`config.mk`:
```
export PLATFORM = sky130hd
export DESIGN_NAME = wake_power_ctl
export DESIGN_NICKNAME = d
export VERILOG_FILES = /design/src/rtl/wake_ctl_pkg.sv /design/src/rtl/wake_datapath.sv /design/src/rtl/wake_control.sv /design/src/rtl/wake_power_ctl.sv
export SDC_FILE = /design/constraint.sdc
export NUM_CORES = 1
export LEC_CHECK = 0
export ABC_CLOCK_PERIOD_IN_PS = 3820
export BUFFER_PORTS_ARGS = -buffer_cell sky130_fd_sc_hd__clkbuf_2
export CAP_MARGIN = 15
export CORE_ASPECT_RATIO = 2
export CORE_MARGIN = 2
export CORE_UTILIZATION = 55
export CTS_BUF_LIST = sky130_fd_sc_hd__clkbuf_4 sky130_fd_sc_hd__clkbuf_8
export CTS_CLUSTER_SIZE = 24
export DETAILED_ROUTE_END_ITERATION = 8
export PLACE_DENSITY = 0.73
export SETUP_SLACK_MARGIN = 0.15
export SYNTH_ARGS = -nofsm -noshare
export SYNTH_HDL_FRONTEND = slang
export SYNTH_HIERARCHICAL = 1
export SYNTH_SLANG_ARGS = --single-unit
```
`constraint.sdc`:
```
create_clock -name clk -period 3.82 [get_ports clk]
set_input_delay 0.764 -clock clk [delete_from_list [all_inputs] [get_ports clk]]
set_output_delay 0.764 -clock clk [all_outputs]
set_load 0.03 [all_outputs]
```
`src/rtl/wake_ctl_pkg.sv`:
```
package wake_ctl_pkg;

  typedef enum logic [1:0] {
    ST_SLEEP = 2'd0,
    ST_BREAK = 2'd1,
    ST_AWAKE = 2'd2
  } pwrState_e;

  // control -> datapath strobes
  typedef struct packed {
    logic live;     // node is not asleep
    logic inBreak;  // outgoing break is being driven
    logic goSleep;  // this edge returns the node to sleep
  } ctlStrobe_t;

  // datapath -> control terminal-count events
  typedef struct packed {
    logic wakeHit;
    logic breakDone;
    logic idleDone;
  } dpEvent_t;

endpackage

```
`src/rtl/wake_datapath.sv`:
```
module wake_datapath
  import wake_ctl_pkg::*;
#(
  parameter int WAKE_MS  = 60,
  parameter int BREAK_MS = 80,
  parameter int IDLE_MS  = 5000,
  parameter int BAL_MS   = 3000
) (
  input  logic       clk,
  input  logic       rstN,
  input  logic       msTick,
  input  logic       rxLine,
  input  logic       byteValid,
  input  logic       balRefresh,
  input  logic       txData,
  input  ctlStrobe_t ctl,
  output dpEvent_t   evt,
  output logic       txOut,
  output logic       balActive,
  output logic       balExpired
);

  localparam int RXW = $clog2(WAKE_MS + 1);
  localparam int BKW = $clog2(BREAK_MS);
  localparam int IDW = $clog2(IDLE_MS);
  localparam int BLW = $clog2(BAL_MS);

  logic [RXW-1:0] rxLowCnt;
  logic [BKW-1:0] brkCnt;
  logic [IDW-1:0] idleCnt;
  logic [BLW-1:0] balCnt;

  // low-time counter on the receive line, only while asleep
  always_ff @(posedge clk) begin
    if (!rstN || ctl.live || rxLine) begin
      rxLowCnt <= '0;
    end else if (msTick && rxLowCnt != RXW'(WAKE_MS)) begin
      rxLowCnt <= rxLowCnt + 1'b1;
    end
  end

  // outgoing break length
  always_ff @(posedge clk) begin
    if (!rstN || !ctl.inBreak) begin
      brkCnt <= '0;
    end else if (msTick) begin
      brkCnt <= brkCnt + 1'b1;
    end
  end

  // inactivity timer, runs only after the break
  always_ff @(posedge clk) begin
    if (!rstN || !ctl.live || ctl.inBreak || byteValid) begin
      idleCnt <= '0;
    end else if (msTick) begin
      idleCnt <= idleCnt + 1'b1;
    end
  end

  // balance hold timer
  always_ff @(posedge clk) begin
    if (!rstN || !ctl.live || ctl.goSleep) begin
      balActive  <= 1'b0;
      balCnt     <= '0;
      balExpired <= 1'b0;
    end else if (balRefresh) begin
      balActive  <= 1'b1;
      balCnt     <= '0;
      balExpired <= 1'b0;
    end else if (balActive && msTick) begin
      if (balCnt == BLW'(BAL_MS - 1)) begin
        balActive  <= 1'b0;
        balCnt     <= '0;
        balExpired <= 1'b1;
      end else begin
        balCnt     <= balCnt + 1'b1;
        balExpired <= 1'b0;
      end
    end else begin
      balExpired <= 1'b0;
    end
  end

  always_comb begin
    evt.wakeHit   = !ctl.live && !rxLine && msTick && rxLowCnt == RXW'(WAKE_MS - 1);
    evt.breakDone = ctl.inBreak && msTick && brkCnt == BKW'(BREAK_MS - 1);
    evt.idleDone  = ctl.live && !ctl.inBreak && msTick && !byteValid
                    && idleCnt == IDW'(IDLE_MS - 1);
  end

  assign txOut = ctl.inBreak ? 1'b0 : txData;

  assert_rx_cnt_sat_R3: assert property (@(posedge clk) disable iff (!rstN)
    rxLowCnt <= RXW'(WAKE_MS));

  assert_exp_single_R7: assert property (@(posedge clk) disable iff (!rstN)
    balExpired |=> !balExpired);

  assert_exp_drops_bal_R7: assert property (@(posedge clk) disable iff (!rstN)
    balExpired |-> !balActive);

endmodule

```
`src/rtl/wake_control.sv`:
```
module wake_control
  import wake_ctl_pkg::*;
(
  input  logic       clk,
  input  logic       rstN,
  input  dpEvent_t   evt,
  output ctlStrobe_t ctl,
  output logic       awake,
  output logic       sendAwake
);

  pwrState_e state, stateNext;

  always_comb begin
    stateNext = state;
    unique case (state)
      ST_SLEEP: if (evt.wakeHit)   stateNext = ST_BREAK;
      ST_BREAK: if (evt.breakDone) stateNext = ST_AWAKE;
      ST_AWAKE: if (evt.idleDone)  stateNext = ST_SLEEP;
      default:                     stateNext = ST_SLEEP;
    endcase
  end

  always_ff @(posedge clk) begin
    if (!rstN) begin
      state     <= ST_SLEEP;
      sendAwake <= 1'b0;
    end else begin
      state     <= stateNext;
      sendAwake <= (state == ST_BREAK) && evt.breakDone;
    end
  end

  always_comb begin
    ctl.live    = state != ST_SLEEP;
    ctl.inBreak = state == ST_BREAK;
    ctl.goSleep = state == ST_AWAKE && evt.idleDone;
  end

  assign awake = ctl.live;

  assert_announce_single_R5: assert property (@(posedge clk) disable iff (!rstN)
    sendAwake |=> !sendAwake);

  assert_announce_after_break_R5: assert property (@(posedge clk) disable iff (!rstN)
    sendAwake |-> (state == ST_AWAKE && $past(state) == ST_BREAK));

endmodule

```
`src/rtl/wake_power_ctl.sv`:
```
module wake_power_ctl
  import wake_ctl_pkg::*;
#(
  parameter int WAKE_MS  = 60,
  parameter int BREAK_MS = 80,
  parameter int IDLE_MS  = 5000,
  parameter int BAL_MS   = 3000
) (
  input  logic clk,
  input  logic rstN,
  input  logic msTick,
  input  logic rxLine,
  input  logic byteValid,
  input  logic balRefresh,
  input  logic txData,
  output logic txOut,
  output logic awake,
  output logic sendAwake,
  output logic balActive,
  output logic balExpired
);

  ctlStrobe_t ctl;
  dpEvent_t   evt;

  wake_control u_ctl (
    .clk       (clk),
    .rstN      (rstN),
    .evt       (evt),
    .ctl       (ctl),
    .awake     (awake),
    .sendAwake (sendAwake)
  );

  wake_datapath #(
    .WAKE_MS  (WAKE_MS),
    .BREAK_MS (BREAK_MS),
    .IDLE_MS  (IDLE_MS),
    .BAL_MS   (BAL_MS)
  ) u_dp (
    .clk        (clk),
    .rstN       (rstN),
    .msTick     (msTick),
    .rxLine     (rxLine),
    .byteValid  (byteValid),
    .balRefresh (balRefresh),
    .txData     (txData),
    .ctl        (ctl),
    .evt        (evt),
    .txOut      (txOut),
    .balActive  (balActive),
    .balExpired (balExpired)
  );

  assert_wake_drives_break_R4: assert property (@(posedge clk) disable iff (!rstN)
    $rose(awake) |-> !txOut);

  assert_asleep_no_bal_R8: assert property (@(posedge clk) disable iff (!rstN)
    !awake |-> !balActive);

endmodule

```
Word level (Yosys, flattened, before mapping)
Cells that the tools add are included.
{"block": "classes", "add_sub_neg": 4, "mul": 0, "div": 0, "order_cmp": 0, "eq_ne": 10, "n_shift": 0, "n_mux": 10, "bitwise": 1, "n_reduce_logical": 33}
{"operator": "adder 13 x 1 -> 13 bit (second input constant)", "n": 1}
{"operator": "== test 13 bit (second input constant)", "n": 1}
{"operator": "logical AND 1 bit", "n": 13}
{"operator": "adder 12 x 1 -> 12 bit (second input constant)", "n": 1}
{"operator": "== test 12 bit (second input constant)", "n": 1}
{"operator": "two-way mux 12 bit", "n": 1}
{"operator": "adder 7 x 1 -> 7 bit (second input constant)", "n": 1}
{"operator": "== test 7 bit (second input constant)", "n": 1}
{"operator": "logical OR 1 bit", "n": 7}
{"operator": "adder 6 x 1 -> 6 bit (second input constant)", "n": 1}
{"operator": "== test 6 bit (second input constant)", "n": 1}
{"operator": "two-way mux 2 bit", "n": 3}
{"operator": "inequality test 6 bit (second input constant)", "n": 1}
{"operator": "case mux 2 bit (3 select lines)", "n": 1}
{"operator": "nonzero test 2 bit", "n": 3}
{"operator": "logical NOT 1 bit", "n": 5}
{"operator": "two-way mux 1 bit", "n": 5}
{"operator": "inequality test 2 bit (second input constant)", "n": 2}
{"operator": "AND reduction 3 bit", "n": 1}
{"operator": "OR reduction 3 bit", "n": 1}
{"operator": "== test 2 x 1 -> 1 bit (second input constant)", "n": 1}
{"operator": "== test 2 bit (second input constant)", "n": 1}
{"operator": "logical NOT 2 bit", "n": 1}
{"operator": "inequality test 2 x 1 -> 1 bit (second input constant)", "n": 1}
{"operator": "3 further kinds", "n": 3}
{"block": "word_totals", "regBits": 43, "latchBits": 0, "ram_bits": 0, "romBits": 0, "inputBits": 7, "wordCells": 66, "mem_count": 0}

Longest topological paths before layout
{"block": "depth", "depth_word": 9, "depth_mapped": 12, "mapped_depth_nobuf": 10}

Modules after synthesis
Netlist, hierarchy kept.
{"module": "wake_datapath", "n_inst": 1, "cells_each": 211, "area_each_um2": 1833.0}
{"module": "wake_control", "n_inst": 1, "cells_each": 16, "area_each_um2": 151.4}

Worst setup path before layout
No wires, ideal clock.
{"block": "synth_timing", "path_type": "input -> register", "startpoint": "input msTick", "endpoint": "register u_dp.balCnt[0]", "t_arrival_ns": 1.918, "required_ns": 3.703, "path_slack_ns": 1.785, "cell_stages": 10, "path_cell_list": "buf_4 > nand3_1 > nor4_1 > nand2_1 > nor2_1 > nand3b_1 > nor2_1 > nand2_1 > buf_2 > nor2_1"}
{"element": "start: declaration", "line": "wake_power_ctl.sv:11", "text": "input logic msTick,"}
{"element": "end signal: assignment", "line": "wake_datapath.sv:76", "text": "balCnt <= balCnt + 1'b1;"}
{"element": "end: declaration", "line": "wake_datapath.sv:31", "text": "logic [BLW-1:0] balCnt;"}

==> summary.md <==
| Metric | Value |
|---|---|
| Status | completed |
| Tcrit/Tclk final | 58.8% |
| Clk buf depth | 2 |
| Setup-failing EPs final | 0 |
| Share of cells above drive strength 1 | 11.7% |
| Port Buffer Count | 11 |
| CP max FO | 18 |
| Antenna violations before repair | 0 |
| Ys async rst share | 0% |
| Number of vias per cell | 5.33 |
| Synth unique cells | 36 |
| Worst min path class | reg2reg |
| Internal power | roughly 720 uW |
| CP Data Arrival Time | 2.41 ns |
| Slew headroom | 61.5% |
| Setup TNS | 0 ns |
| RSZ-0062 raised after global routing | false |
| Synth area leader | dfxtp_1 |
| CTS HTree Levels | 2 |
| RD Place Congestion | 0.827 |
| CTS tree | done |
| CP required | ~4.0 ns |
| Most used cell, CP | nor2_1 |
| Comb pwr share | about 2% |
| Number of fill cells in the layout | 308 |
| Max rail drop VDD | 0.000336 V |
| Buffer count from post-CTS setup fixing | 0 |
| Cell Area, Placed | 2050 um^2 |
| DRC | 0 |
| First-pass detailed-route iteration total | 4 |
| Core footprint | 3420 um^2 |
| Setup crit end kind | flip-flop |
| Die Area | 4130 um^2 |
| Die X-Extent | ~46 um |
| Final Cell Area | 2190 um^2 |
| Startpoint types | input port |
| Post-synth EDFFs | 0 |
| Mapped Nets | 239 |
| I/O pins | 12 |
| Total number of vias | 1530 |
| Synth Instances | 227 |
| DRT antenna net count | 0 |
| Clock-pin slew on the worst setup and hold paths | approximately 0.080 ns |
| Slew Limit Fails | 0 |
| CTS sink count | 43 |
| Worst-Margin Slew | 0.576 ns |
| Area share of the largest cell type after synthesis | 43.4% |
| Commonest cells in the netlist | dfxtp_1 (43), nor2_1 (43), nand2_1 (19), xor2_1 (14) |
| Post-detail-place hpwl | 2.51 mm |
| Yosys reg bits | 43 |
| All-Layer GR Usage | 18.5% |
| Switching pwr | 158 uW |
| CP peak stage delay | 0.37 ns |
| Top_reg_cell synth | dfxtp_1 |
| CTS root buf | clkbuf_8 |
| Crit Path Category | in2reg |
| Pleak | 0.731 nW |
| Number of buffers created by CTS | 5 |
| Switching Fraction | 17.9% |
| Gr ovfl total | 0 |
| Initial Util | roughly 58% |
| 1st-iter DRT viols | 28 |
| CP max-delay cell | nor4_1 |
| CTS resizes | 0 |
| Die Height | 88.9 um |
| Final min period | between 2 and 2.5 ns |
| WL final | 3.39 mm |
| Num rows | 30 |
| Post-Route Skew | roughly 0.011 ns |
| Max_cap viols | 0 |
| PwrDens | about 400 nW/um^2 |
| Final nets | between 200 and 300 |
| Final hold vios | 0 |
| Syn_area_per_cell | 8.74 um^2 |
| Syn Std Cell Area | 1980 um^2 |
| Core Util, Final | between 60% and 70% |
| Final worst-path setup slack | between 1.5 and 2 ns |
| Vias in the first global route | about 1500 |
| Reg power frac | around 51% |
| Hold buffers post-CTS | 0 |
| Synthesis Warnings | 6 |
| Top post-synthesis cells by area | dfxtp_1 (43%), nor2_1 (8.1%), xor2_1 (6.2%) |
| First-pass GRT wire length | 5.66 mm |
| Fmax | 445 MHz |
| Clk_lat worst skew | approximately 0.29 ns |
| Area occupied by multi-input gates | 1050 um^2 |
| Clock network power share | 47.0% |
| Routed length per placed instance | approximately 12 um |
| Register Area | 861 um^2 |
| Dpl ws | 1.27 ns |
| Largest net degree at the start of global routing | 19 |
| Sequential cell area fraction in the yosys report | roughly 43% |
| Area delta synth->final | 10.3% |
| Antenna fix cells | 0 |
| CP cell instances | clkbuf_2 -> nand3_1 -> nor4_1 -> nand2_1 -> nor2_1 -> nand3b_1 -> nor2_1 -> nand2_1 -> nor2_1 |
-- power groups by stage --
stage	Clock [mW]	Sequential, mW	Combinational, mW
floorplan	0	0.460	0.0123
global placement	0	0.460	0.0179
detailed placement	0	0.460	0.0181
CTS	0.427	0.449	0.0180
global route	0.443	0.449	0.0202
finish	0.415	0.449	0.0178
-- placed cells by master, fill, tap and decap left out, types with 2 or more instances in the layout --
master and n:
nand2_1 19, ha_1 5, nor3_1 9, o21ai_0 6, inv_1 8, bufinv_16 2
clkbuf_8 5, nor4b_1 2, nand3_1 8, clkbuf_2 11, mux2i_1 4, a21oi_1 6
nand4_1 12, a211oi_1 2, nor4_1 4, xor2_1 14, or3_1 5, and4_1 4
xnor2_1 12, nor2_1 43, dfxtp_1 43
-- metrics by stage --
step	hold WS, ns	instances	power [mW]
after floorplan	0.452	227	0.472
after global placement	0.471	279	0.478
after detailed placement	0.479	279	0.478
after CTS	0.491	287	0.894
after global routing	0.510	287	0.912
final	0.486	287	0.882
-- path summary, 6_finish.rpt --
check | endpoint | cells past startpoint | start | slack, ns
max | u_dp/balCnt[4] | 9 | msTick | 1.57
min | u_dp/balCnt[11] | 2 | u_dp/balCnt[11] | 0.49
max reg2reg | u_dp/balCnt[4] | 10 | u_ctl/state[1] | 1.80
min reg2reg | u_dp/balCnt[11] | 2 | u_dp/balCnt[11] | 0.49
-- sequential cells by signal, indices dropped and copies added, names as in the netlist --
signal	cells
u_dp/balCnt	12
u_dp/balActive	1
u_ctl/state	2
u_ctl/sendAwake	1
u_dp/idleCnt	13
u_dp/rxLowCnt	6
u_dp/brkCnt	7
u_dp/balExpired	1
-- logic make-up after synthesis --
| family | synth area share (%) |
|---|---|
| flops | 43.4 |
| compound gates | 4.48 |
| simple gates | 31.0 |
| mux | 2.59 |
| xor+xnor | 11.5 |
| buf+inv | 3.91 |
| fa+ha+maj | 3.15 |
-- critical path, delay by kind of cell --
family | cells | cell delay (ns)
buf+inv | 1 | 0.30
simple gates | 8 | 1.34
-- per-layer routing --
layer	share of wire [%]	global-route usage, %	vias to the layer above
met4	2.7	11.2	0
li1	-	-	802
met2	52	31.9	31
met3	3.7	4.04	7
met1	42	19.3	690
met5	0	0	-
-- cell type report --
class / instances / share of cell area [%]
clock buffer: 6 / 3.49
clock inverter: 2 / 2.74
inverter: 8 / 1.37
multi-input combinational: 169 / 47.8
sequential: 43 / 39.3
tap: 48 / 2.74
timing repair buffer: 11 / 2.52
No activity file was read; power rests on OpenSTA's default activity.
